### config.mk
export PLATFORM = sky130hd
export DESIGN_NAME = manchester_rx
export DESIGN_NICKNAME = d
export VERILOG_FILES = /design/src/rtl/manchester_rx.sv
export SDC_FILE = /design/constraint.sdc
export NUM_CORES = 1
export LEC_CHECK = 0
export ABC_AREA = 1
export CORE_MARGIN = 8
export CORE_UTILIZATION = 45
export CTS_CLUSTER_SIZE = 20
export DETAILED_ROUTE_END_ITERATION = 16
export DONT_BUFFER_PORTS = 1
export GPL_ROUTABILITY_DRIVEN = 0
export PLACE_DENSITY_LB_ADDON = 0.2
export RECOVER_POWER = 50
export SLEW_MARGIN = 20
export SYNTH_ARGS = -nofsm -noshare
export SYNTH_HDL_FRONTEND = slang
export SYNTH_SLANG_ARGS = --single-unit
export TNS_END_PERCENT = 10
### constraint.sdc
create_clock -name clk -period 1.4 [get_ports clk]
set_input_delay 0.21 -clock clk [delete_from_list [all_inputs] [get_ports clk]]
set_output_delay 0.21 -clock clk [all_outputs]
set_load 0.05 [all_outputs]
### src/rtl/manchester_rx.sv
module manchester_rx #(
  parameter int BIT_TICKS = 32
) (
  input  logic clk,
  input  logic rst_n,
  input  logic line_in,
  output logic rclk,
  output logic rdata,
  output logic bit_valid,
  output logic los
);
  localparam int T3   = BIT_TICKS * 3 / 8;
  localparam int GAPN = BIT_TICKS * 3 / 2;
  localparam int TW   = $clog2(T3 + 1);
  localparam int GW   = $clog2(GAPN + 1);

  typedef enum logic [1:0] {IDLE, RISE_WAIT, FALL_WAIT, ARMED} st_t;

  st_t st;
  logic s1, s2, s3, held;
  logic [TW-1:0] tcnt;
  logic [GW-1:0] gap;

  wire line_edge = s2 ^ s3;
  wire mid_hit   = (st == ARMED) && (s2 != held);
  wire start     = ((st == IDLE) && line_edge) || mid_hit;
  wire tdone     = (tcnt == TW'(T3 - 1));
  wire gap_out   = (gap == GW'(GAPN - 1));

  always_ff @(posedge clk) begin
    if (!rst_n) begin
      s1 <= 1'b0;
      s2 <= 1'b0;
      s3 <= 1'b0;
    end else begin
      s1 <= line_in;
      s2 <= s1;
      s3 <= s2;
    end
  end

  always_ff @(posedge clk) begin
    if (!rst_n) begin
      st        <= IDLE;
      tcnt      <= '0;
      gap       <= '0;
      held      <= 1'b0;
      rclk      <= 1'b0;
      rdata     <= 1'b0;
      bit_valid <= 1'b0;
      los       <= 1'b0;
    end else begin
      bit_valid <= 1'b0;
      if (st != IDLE && !gap_out) gap <= gap + 1'b1;
      if (start) begin
        st   <= RISE_WAIT;
        tcnt <= '0;
        gap  <= '0;
        los  <= 1'b0;
      end else begin
        case (st)
          RISE_WAIT: begin
            tcnt <= tcnt + 1'b1;
            if (tdone) begin
              st        <= FALL_WAIT;
              tcnt      <= '0;
              rclk      <= 1'b1;
              bit_valid <= 1'b1;
              rdata     <= s2;
            end
          end
          FALL_WAIT: begin
            tcnt <= tcnt + 1'b1;
            if (tdone) begin
              st   <= ARMED;
              tcnt <= '0;
              rclk <= 1'b0;
              held <= s2;
            end
          end
          ARMED: begin
            if (gap_out) begin
              st  <= IDLE;
              los <= 1'b1;
            end
          end
          default: ;
        endcase
      end
    end
  end
endmodule

==> results_dict.tcl, run 1 <==
set metrics [dict create \
    root_buffer "clkbuf_4" \
    floorplan.io_pins 7 \
    switching_share_pct 39.61 \
    drt_iter0_markers 23 \
    power.share.clock_pct 14.2 \
    final_worst_slack_ns 0.06872 \
    p_leak_uw 0.0005674 \
    pwr-share-comb_pct 45.3 \
    worst_voltage_drop_across_the_vdd_grid_mv 0.9552 \
    average_wire_per_cell_in_the_routed_design_um 10.72 \
    final_net_count 168 \
    layout.filler_cells 212 \
    cts_buffer_depth 2 \
    netlist.area_leader.share_pct 37.43 \
    syn_to_final_growth_pct 17.31 \
    initial_antenna_violation_count 0 \
    synth.area.top_cells "dfxtp_1 37%, nand2_1 11%, inv_1 8.4%" \
    end_kind "flip-flop" \
    synth.ff_latch_count 20 \
    post_detailed_routing_wire_length_mm 1.973 \
    syn_area_um2 1070 \
    critical_path_arrival_ns 1.57 \
    drt-pass1-iter-count 4 \
    number_of_standard_cells_after_synthesis 143 \
    netlist-cell-type-count 27 \
    leading_area_contributor_after_synthesis "dfxtp_1" \
    cts_made_buffers 3 \
    hold_path_class "in -> reg" \
    timing.final.max_slew_violations 0 \
    critPathLaunch "gap[1]$_SDFFE_PP0P_" \
    tritoncts "done" \
    number_of_buffers_and_inverters_on_the_critical_path 1 \
    stdcell_count 184 \
    start_kind "flip-flop" \
    final_area_um2 1255 \
    die_w_um 64.76 \
    setup_violations 0 \
    seq_power_share_pct 40.5 \
    criticalPathCategory "reg -> reg" \
    timing.fmax_mhz 751.2 \
    synth-edff-count 0 \
    min_period_over_period_pct 95.09 \
    floorplan.die_area_um2 4193 \
    vias 871 \
    cp_max_fo 7 \
    ys_seq_area_share_pct 37.43 \
    tritoncts_num_sinks 20 \
    synth.yosys.warnings 0 \
    cts.reportedPaths.clkPinSlew_ns 0.11 \
    synth_common_cells "32 x nand2_1, 24 x inv_1, 20 x dfxtp_1" \
    worst_slew_margin_relative_to_its_limit_pct 66.17 \
    overflow 0 \
    critical_path.slowest_cell "dfxtp_2" \
    ff2ff_path_depth 7 \
    core.rowCount 17 \
    most_instantiated_library_cell_after_synthesis "nand2_1" \
    place_area_um2 1171 \
    worstSetupEndpoint "gap[0]$_SDFFE_PP0P_" \
    place.port_buffers 0 \
    unrepaired_setup_endpoints_after_global_routing "yes" \
    groute.usage.overall_pct 9.894 \
    ant_nets 0 \
    crit_path_max_incr_delay_ns 0.36 \
    critical-path-top-delay-family "simple AND/OR/NAND/NOR gates" \
    clock_latency_ns 0.30 \
    rr_endpoint "gap[0]$_SDFFE_PP0P_" \
    cp_data_required_time_ns 1.64 \
    synth_nets 153 \
    power_per_cell_area_nw_per_um2 1513 \
    hold_viol_final 0 \
    cellInternalPower_uw 1147 \
    reg2reg_from "gap[1]$_SDFFE_PP0P_" \
    dieHeight_um 64.76 \
    net-switching-power_uw 752.3 \
    core_area_um2 2233 \
    pre_cts_slack_ns -0.05528 \
    grt_pass1_wl_mm 3.312 \
    finalSetupTns_ns 0 \
    detail_route.vias_per_cell 4.734 \
    starting_utilization_of_the_core_area_pct 47.90 \
    route.detailed.drc 0 \
    status "complete, no violations" \
    post-route-min-period_ns 1.331 \
    reg2reg_setup_slack_ns 0.07 \
    cts_htree_levels 1 \
    drv.max_cap_violation_count 0 \
    finalClockSkew_ns 0.002785 \
    maximum_number_of_pins_on_one_net_before_global_route_repair 11 \
    critical_path.cell_chain "ha_4 -> nand3_4 -> nor2_2 -> nor2_4 -> inv_2 -> or2_1 -> a21oi_2" \
    grt_pass1_vias 810 \
    async_reset_ff_share_pct 0 \
    worst-slew-pin-transition_ns 0.5068 \
    hold_slack_final_ns 0.01876 \
    final_hpwl_dp_mm 1.455 \
    count_of_placed_standard_cells_including_taps 179 \
    num_antenna_cells 0 \
    synth_top_flop_cell "dfxtp_1" \
    syn-mean-instance-area_um2 7.481 \
    register_area_um2 405.4 \
    drive_gt1_share_pct 28.85 \
    critical_path_depth 7 \
    post-cts-setup-buffers 0 \
    multi_input_area_um2 591.8 \
    worst_hold_path.num_cells 2 \
]
==> placed cells by master, fill, tap and decap left out, drive strengths merged <==
cell / n
clkbuf: 4
nor3: 1
buf: 9
dlygate4sd3: 2
o21bai: 1
ha: 7
inv: 28
a21oi: 10
o21ai: 4
nand4: 2
dfxtp: 20
xnor2: 2
nor2: 17
o21a: 1
nand3: 12
or2: 1
nand2: 35
==> area by class of cell <==
cell class                 count  share of cell area (%)
timing repair buffer          12                   7.378
sequential                    20                   32.30
inverter                      28                   8.574
multi-input combinational     93                   47.16
tap                           28                   2.792
clock buffer                   3                   1.795
==> how the worst min path moves through the flow <==
| stage | from | endpoint |
|---|---|---|
| CTS | rst_n | rclk$_SDFFE_PN0P_ |
| global placement | rst_n | s1$_SDFF_PN0_ |
| detailed placement | rst_n | s1$_SDFF_PN0_ |
| floorplan | line_in | s1$_SDFF_PN0_ |
| global route | rst_n | rclk$_SDFFE_PN0P_ |
| finish | rst_n | rclk$_SDFFE_PN0P_ |
==> routing by layer <==
layer	wire length, µm	global-route usage (%)	vias up
met5	0	0	-
met4	53	7.084	0
met3	50	2.234	5
met2	863	15.65	6
met1	1006	11.53	392
li1	-	-	468
==> state kept, by name, summed over array words and instances, names as in the netlist <==
register,count
gap,6
tcnt,4
st,2
bit_valid,1
held,1
los,1
rclk,1
rdata,1
s1,1
s2,1
s3,1
==> power by group through the flow <==
stage                     Clock [µW]  Combinational [µW]  Sequential, µW
final                            270                 860             769
after global routing             304                 974             778
after floorplan                    0                 550             763
after global placement             0                 776             760
after detailed placement           0                 784             762
after CTS                        290                 806             750
==> repair_timing <==
| action | 4_1_cts | 5_1_grt |
|---|---|---|
| hold endpoints to repair | 6 | 0 |
| hold buffers | 2 | 0 |
| gates resized for setup | 3 | 13 |
| pin swaps | 0 | 4 |
| setup endpoints to repair | 15 | 13 |
==> logic make-up after synthesis <==
group | after synthesis | synth area share [%]
AOI/OAI and AO/OA | 16 | 9.357
xor gates and xnor gates | 2 | 1.638
adders and majority gates | 7 | 8.187
buffers and inverters | 30 | 10.88
DFF | 20 | 37.43
and+or+nand+nor | 68 | 32.52
==> per-stage QoR <==
| step | total power, µW | util (%) |
|---|---|---|
| 2_1_floorplan | 1314 | - |
| 3_3_place_gp | 1536 | 52.44 |
| 3_5_place_dp | 1546 | 52.44 |
| 4_1_cts | 1847 | 54.51 |
| 5_1_grt | 2057 | 56.19 |
| 6_report | 1899 | 56.19 |
Note: power is estimated with default switching activity, not from simulation.
==> run 2: changes to the inputs <==
--- a/config.mk
+++ b/config.mk
@@ -6,6 +6,7 @@
 export NUM_CORES = 1
 export LEC_CHECK = 0
 export ABC_AREA = 1
+export CORE_ASPECT_RATIO = 1.1
 export CORE_MARGIN = 8
 export CORE_UTILIZATION = 45
 export CTS_CLUSTER_SIZE = 20
==> run 2 against run 1 <==
Clock skew fell by 0.0011 ns. Hold slack got worse by 0.0087 ns. Critical path depth stayed put. Largest cell class unchanged.
==> results_dict.tcl, run 2 (synthesis gave the netlist of run 1 again) <==
set metrics [dict create \
    route.met2.wl_mm 1.002 \
    end_kind "flip-flop" \
    drt-pass1-iter-count 4 \
    worst-slew-pin-transition_ns 0.5095 \
    power_per_cell_area_nw_per_um2 1521 \
    cp_data_required_time_ns 1.64 \
    crit_path_max_incr_delay_ns 0.36 \
    post-route-min-period_ns 1.317 \
    status "complete, no violations" \
    die_w_um 62.49 \
    p_leak_uw 0.0005683 \
    regMostFlops "gap" \
    core.rowCount 18 \
    worst_slew_margin_relative_to_its_limit_pct 65.99 \
    hold_path_class "in -> reg" \
    route.detailed.drc 0 \
    pre_cts_slack_ns -0.06621 \
    timing.fmax_mhz 759.1 \
    floorplan.io_pins 7 \
    syn_to_final_growth_pct 19.88 \
    tritoncts_num_sinks 20 \
    groute.usage.overall_pct 10.64 \
    critical_path_arrival_ns 1.56 \
    tritoncts "done" \
    vias 858 \
    dr.max_layer_used "met4" \
    place.port_buffers 0 \
    multi_input_area_um2 615.6 \
    starting_utilization_of_the_core_area_pct 47.50 \
    drt_iter0_markers 15 \
    leading_cell_type_in_the_layout_fill_and_taps_excluded "nand2_1" \
    cp_max_fo 7 \
    dieHeight_um 67.14 \
    ant_nets 0 \
    register_area_um2 406.6 \
    total_length_of_routed_met3_wires_um 93 \
    average_wire_per_cell_in_the_routed_design_um 11.02 \
    critical_path.cell_chain "ha_4 -> nand3_4 -> nor2_2 -> nor2_4 -> inv_2 -> or2_1 -> a21oi_2" \
    post_detailed_routing_wire_length_mm 2.049 \
    number_of_buffers_and_inverters_on_the_critical_path 1 \
    critPathLaunch "gap[1]$_SDFFE_PP0P_" \
    unrepaired_setup_endpoints_after_global_routing "yes" \
    cts_htree_levels 1 \
    worst_voltage_drop_across_the_vdd_grid_mv 1.147 \
    max_ffs_per_register 6 \
    initial_antenna_violation_count 0 \
    hold_slack_final_ns 0.01007 \
    critical_path.slowest_cell "dfxtp_2" \
    critical-path-top-delay-family "simple AND/OR/NAND/NOR gates" \
    clock_latency_ns 0.30 \
    setup_violations 0 \
    final_net_count 168 \
    start_kind "flip-flop" \
    final_worst_slack_ns 0.08261 \
    cts_made_buffers 3 \
    criticalPathCategory "reg -> reg" \
    drv.max_cap_violation_count 0 \
    cts_buffer_depth 2 \
    drive_gt1_share_pct 30.13 \
    timing.final.max_slew_violations 0 \
    worst_hold_startpoint "rst_n" \
    finalClockSkew_ns 0.001729 \
    min_period_over_period_pct 94.10 \
    num_antenna_cells 0 \
    met1_length_um 906 \
    biggestRegsByFlops "gap: 6 flops, tcnt: 4 flops, st: 2 flops" \
    core_area_um2 2252 \
    grt_pass1_wl_mm 3.608 \
    overflow 0 \
    root_buffer "clkbuf_4" \
    maximum_number_of_pins_on_one_net_before_global_route_repair 11 \
    grt_pass1_vias 913 \
    floorplan.die_area_um2 4195 \
    detail_route.vias_per_cell 4.613 \
    layout.filler_cells 229 \
    hold_viol_final 0 \
    final_hpwl_dp_mm 1.508 \
    layout.cells.most_common_list "32 x nand2_1, 23 x inv_1, 15 x dfxtp_1, 13 x nor2_1, 9 x buf_4" \
    cts.reportedPaths.clkPinSlew_ns 0.11 \
    reg2reg_from "gap[1]$_SDFFE_PP0P_" \
]
## run 2: report_power, final
part / internal (µW) / switching [µW] / leakage (µW)
registers: 652 / 114 / 0.000165
logic: 414 / 491 / 0.000390
clock network: 100 / 179 / 0.0000138
## run 2: timing repair
item,in CTS,in global routing
endpoints found under the setup margin,3,15
gates resized for setup,2,17
setup buffers,0,1
endpoints found under the hold margin,3,0
hold buffers,2,0
pin swaps,0,2
## run 2: worst register-to-register path: cells and delay by family (launching register included)
family | cells | cell delay [ns]
buffers and inverters | 1 | 0.07
adders and majority gates | 1 | 0.17
and+or+nand+nor | 4 | 0.56
DFF | 1 | 0.36
AOI/OAI and AO/OA | 1 | 0.11
## run 2: path summary, 6_finish.rpt
path | endpoint | slack [ns] | cells past startpoint
max reg2reg | gap[0]$_SDFFE_PP0P_ | 0.08 | 7
min reg2reg | s2$_SDFF_PN0_ | 0.43 | 2
max | gap[0]$_SDFFE_PP0P_ | 0.08 | 7
min | rclk$_SDFFE_PN0P_ | 0.01 | 2
## run 2: final cells by class
type                    instances  share of cell area (%)
clock buffers                   3                   1.756
inverters                      28                   8.390
multi-input cells              93                   48.00
flip-flops and latches         20                   31.71
well taps                      30                   2.927
repair buffers                 12                   7.220
## run 2: routing by layer
| metal | up-vias | global-route usage (%) |
|---|---|---|
| li1 | 463 | - |
| met1 | 380 | 9.808 |
| met2 | 10 | 20.31 |
| met3 | 5 | 3.477 |
| met4 | 0 | 6.838 |
| met5 | - | 0 |
## run 2: per-stage QoR
| stage | util (%) | TNS, ns | area [µm²] | total power [µW] | instances |
|---|---|---|---|---|---|
| 4_1_cts | 53.83 | 0 | 1212 | 1829 | 185 |
| 3_3_place_gp | 51.78 | -0.01889 | 1166 | 1513 | 180 |
| 5_1_grt | 56.94 | -0.03622 | 1282 | 2118 | 186 |
| 2_1_floorplan | - | 0 | 1071 | 1314 | 143 |
| 3_5_place_dp | 51.78 | -0.07159 | 1166 | 1529 | 180 |
| 6_report | 56.94 | 0 | 1282 | 1951 | 186 |
==> run 3: changes to the inputs <==
--- a/config.mk
+++ b/config.mk
@@ -6,7 +6,7 @@
 export NUM_CORES = 1
 export LEC_CHECK = 0
 export ABC_AREA = 1
-export CORE_ASPECT_RATIO = 1.1
+export CORE_ASPECT_RATIO = 1.5
 export CORE_MARGIN = 8
 export CORE_UTILIZATION = 45
 export CTS_CLUSTER_SIZE = 20
==> run 3 against run 2 <==
Clock power grew 71%. Setup slack lost 0.017 ns. First-iteration DRC count grew 13%. Critical path type unchanged. Maximum frequency shrank 1.3%. Highest routed layer unchanged. Routed wire length grew 4.0%. Sequential cell count is the same. Largest power group unchanged. Clock-buffer cell count is the same.
==> results_dict.tcl, run 3 (synthesis gave the netlist of run 1 again) <==
set metrics [dict create \
    design_power_total_uw 2126 \
    starting_utilization_of_the_core_area_pct 47.90 \
    grt_pass1_wl_mm 3.705 \
    cp_max_fo 4 \
    groute.usage.overall_pct 10.60 \
    drive_gt1_share_pct 29.19 \
    cp_data_required_time_ns 1.62 \
    drv.max_cap_violation_count 0 \
    core_area_um2 2233 \
    hold_slack_final_ns 0.003842 \
    p_leak_uw 0.0006073 \
    seq_power_share_pct 33.6 \
    timing.final.max_slew_violations 0 \
    clock_latency_ns 0.31 \
    biggestRegsByFlops "gap: 6 flops, tcnt: 4 flops, st: 2 flops" \
    max_ffs_per_register 6 \
    maximum_number_of_pins_on_one_net_before_global_route_repair 13 \
    power.share.clock_pct 22.5 \
    switching_share_pct 36.65 \
    start_kind "flip-flop" \
    net-switching-power_uw 779.1 \
    floorplan.io_pins 7 \
    place_area_um2 1172 \
    worst-slew-pin-transition_ns 0.5055 \
    final_hpwl_dp_mm 1.642 \
    criticalPathCategory "reg -> reg" \
    initial_antenna_violation_count 0 \
    overflow 0 \
    tritoncts_num_sinks 20 \
    floorplan.die_area_um2 4226 \
    dieHeight_um 75.72 \
    num_antenna_cells 0 \
    vias 900 \
    tritoncts "done" \
    grt_pass1_vias 905 \
    worst_voltage_drop_across_the_vdd_grid_mv 1.101 \
    regMostFlops "gap" \
    detail_route.vias_per_cell 4.891 \
    final_worst_slack_ns 0.06532 \
    ant_nets 0 \
    die_w_um 55.81 \
    final_area_um2 1326 \
    end_kind "flip-flop" \
    worst_slew_margin_relative_to_its_limit_pct 66.25 \
    route.detailed.drc 0 \
    leading_cell_type_in_the_layout_fill_and_taps_excluded "nand2_1" \
    layout.cells.most_common_list "32 x nand2_1, 22 x inv_1, 15 x dfxtp_1, 14 x nor2_1, 10 x buf_4" \
    timing.fmax_mhz 749.2 \
    drt_iter0_markers 17 \
    status "complete, no violations" \
    finalSetupTns_ns 0 \
    pwr-share-comb_pct 43.9 \
    core.rowCount 21 \
    hold_viol_final 0 \
    post_detailed_routing_wire_length_mm 2.130 \
    cellInternalPower_uw 1347 \
    min_period_over_period_pct 95.33 \
    setup_violations 0 \
    pre_cts_slack_ns -0.05791 \
    cts_made_buffers 3 \
    place.port_buffers 0 \
    final_net_count 172 \
    post-route-min-period_ns 1.335 \
    critical_path_arrival_ns 1.55 \
    cts.reportedPaths.clkPinSlew_ns 0.12 \
    average_wire_per_cell_in_the_routed_design_um 11.58 \
    power_per_cell_area_nw_per_um2 1603 \
    hold_path_class "in -> reg" \
    cts_htree_levels 1 \
    cts_buffer_depth 2 \
    ff2ff_path_depth 8 \
    syn_to_final_growth_pct 23.98 \
    worst_hold_path.num_cells 2 \
    unrepaired_setup_endpoints_after_global_routing "yes" \
    finalClockSkew_ns 0.001763 \
    drt-pass1-iter-count 5 \
    root_buffer "clkbuf_4" \
]
## run 3: changes by cell type in the layout (fill, tap and decap cells not counted), sizes merged
| cell | before | now |
|---|---|---|
| dlygate4sd3 | 2 | 4 |
| buf | 9 | 10 |
| bufinv | 0 | 1 |
| clkbuf | 4 | 5 |
## run 3: area by class of cell
| type | instances | area (µm²) |
|---|---|---|
| repair buffers | 16 | 125.1 |
| clock buffers | 3 | 22.52 |
| clock inverters | 1 | 30.03 |
| multi-input cells | 93 | 605.6 |
| fillers | 198 | 907.1 |
| flip-flops and latches | 20 | 406.6 |
| inverters | 28 | 107.6 |
| well taps | 23 | 28.78 |
## run 3: final timing paths
check | start | to | slack (ns)
min reg2reg | s1$_SDFF_PN0_ | s2$_SDFF_PN0_ | 0.43
max | st[0]$_SDFFE_PN0P_ | rclk$_SDFFE_PN0P_ | 0.07
min | rst_n | st[0]$_SDFFE_PN0P_ | 0.004
max reg2reg | st[0]$_SDFFE_PN0P_ | rclk$_SDFFE_PN0P_ | 0.07
## run 3: power groups by stage
stage	clock, µW	sequential (µW)	combinational (µW)
2_1_floorplan	0	763	550
6_report	478	715	933
3_5_place_dp	0	709	864
3_3_place_gp	0	706	840
5_1_grt	511	724	1030
4_1_cts	489	702	885
## run 3: through the flow
step | std cells | utilization, %
after floorplan | 143 | -
after global placement | 175 | 52.49
after detailed placement | 175 | 52.49
after CTS | 182 | 56.41
after global routing | 184 | 59.38
final | 184 | 59.38
## run 3: worst max-delay path, stage by stage (launching register included)
cell and delay (ns):
dfxtp_2 0.38, inv_1 0.09, ha_1 0.24, o21ai_2 0.18, nand2_1 0.07, nor2_1 0.14, nand2_1 0.06, nand2_1 0.06
nor2_1 0.04
## run 3: layer usage
| layer | wire [µm] | part of all wire (%) | vias to the layer above | global-route usage, % |
|---|---|---|---|---|
| li1 | - | - | 473 | - |
| met1 | 809 | 38 | 412 | 9.588 |
| met2 | 1212 | 57 | 11 | 21.38 |
| met3 | 75 | 3.5 | 4 | 2.833 |
| met4 | 32 | 1.5 | 0 | 5.094 |
| met5 | 0 | 0 | - | 0 |
## run 3: repair_timing
| item | 4_1_cts | 5_1_grt |
|---|---|---|
| pin swaps | 0 | 2 |
| hold endpoints to repair | 3 | 1 |
| setup endpoints to repair | 13 | 6 |
| gates resized for setup | 4 | 12 |
| hold buffers | 3 | 1 |
| buffers inserted | 0 | 1 |
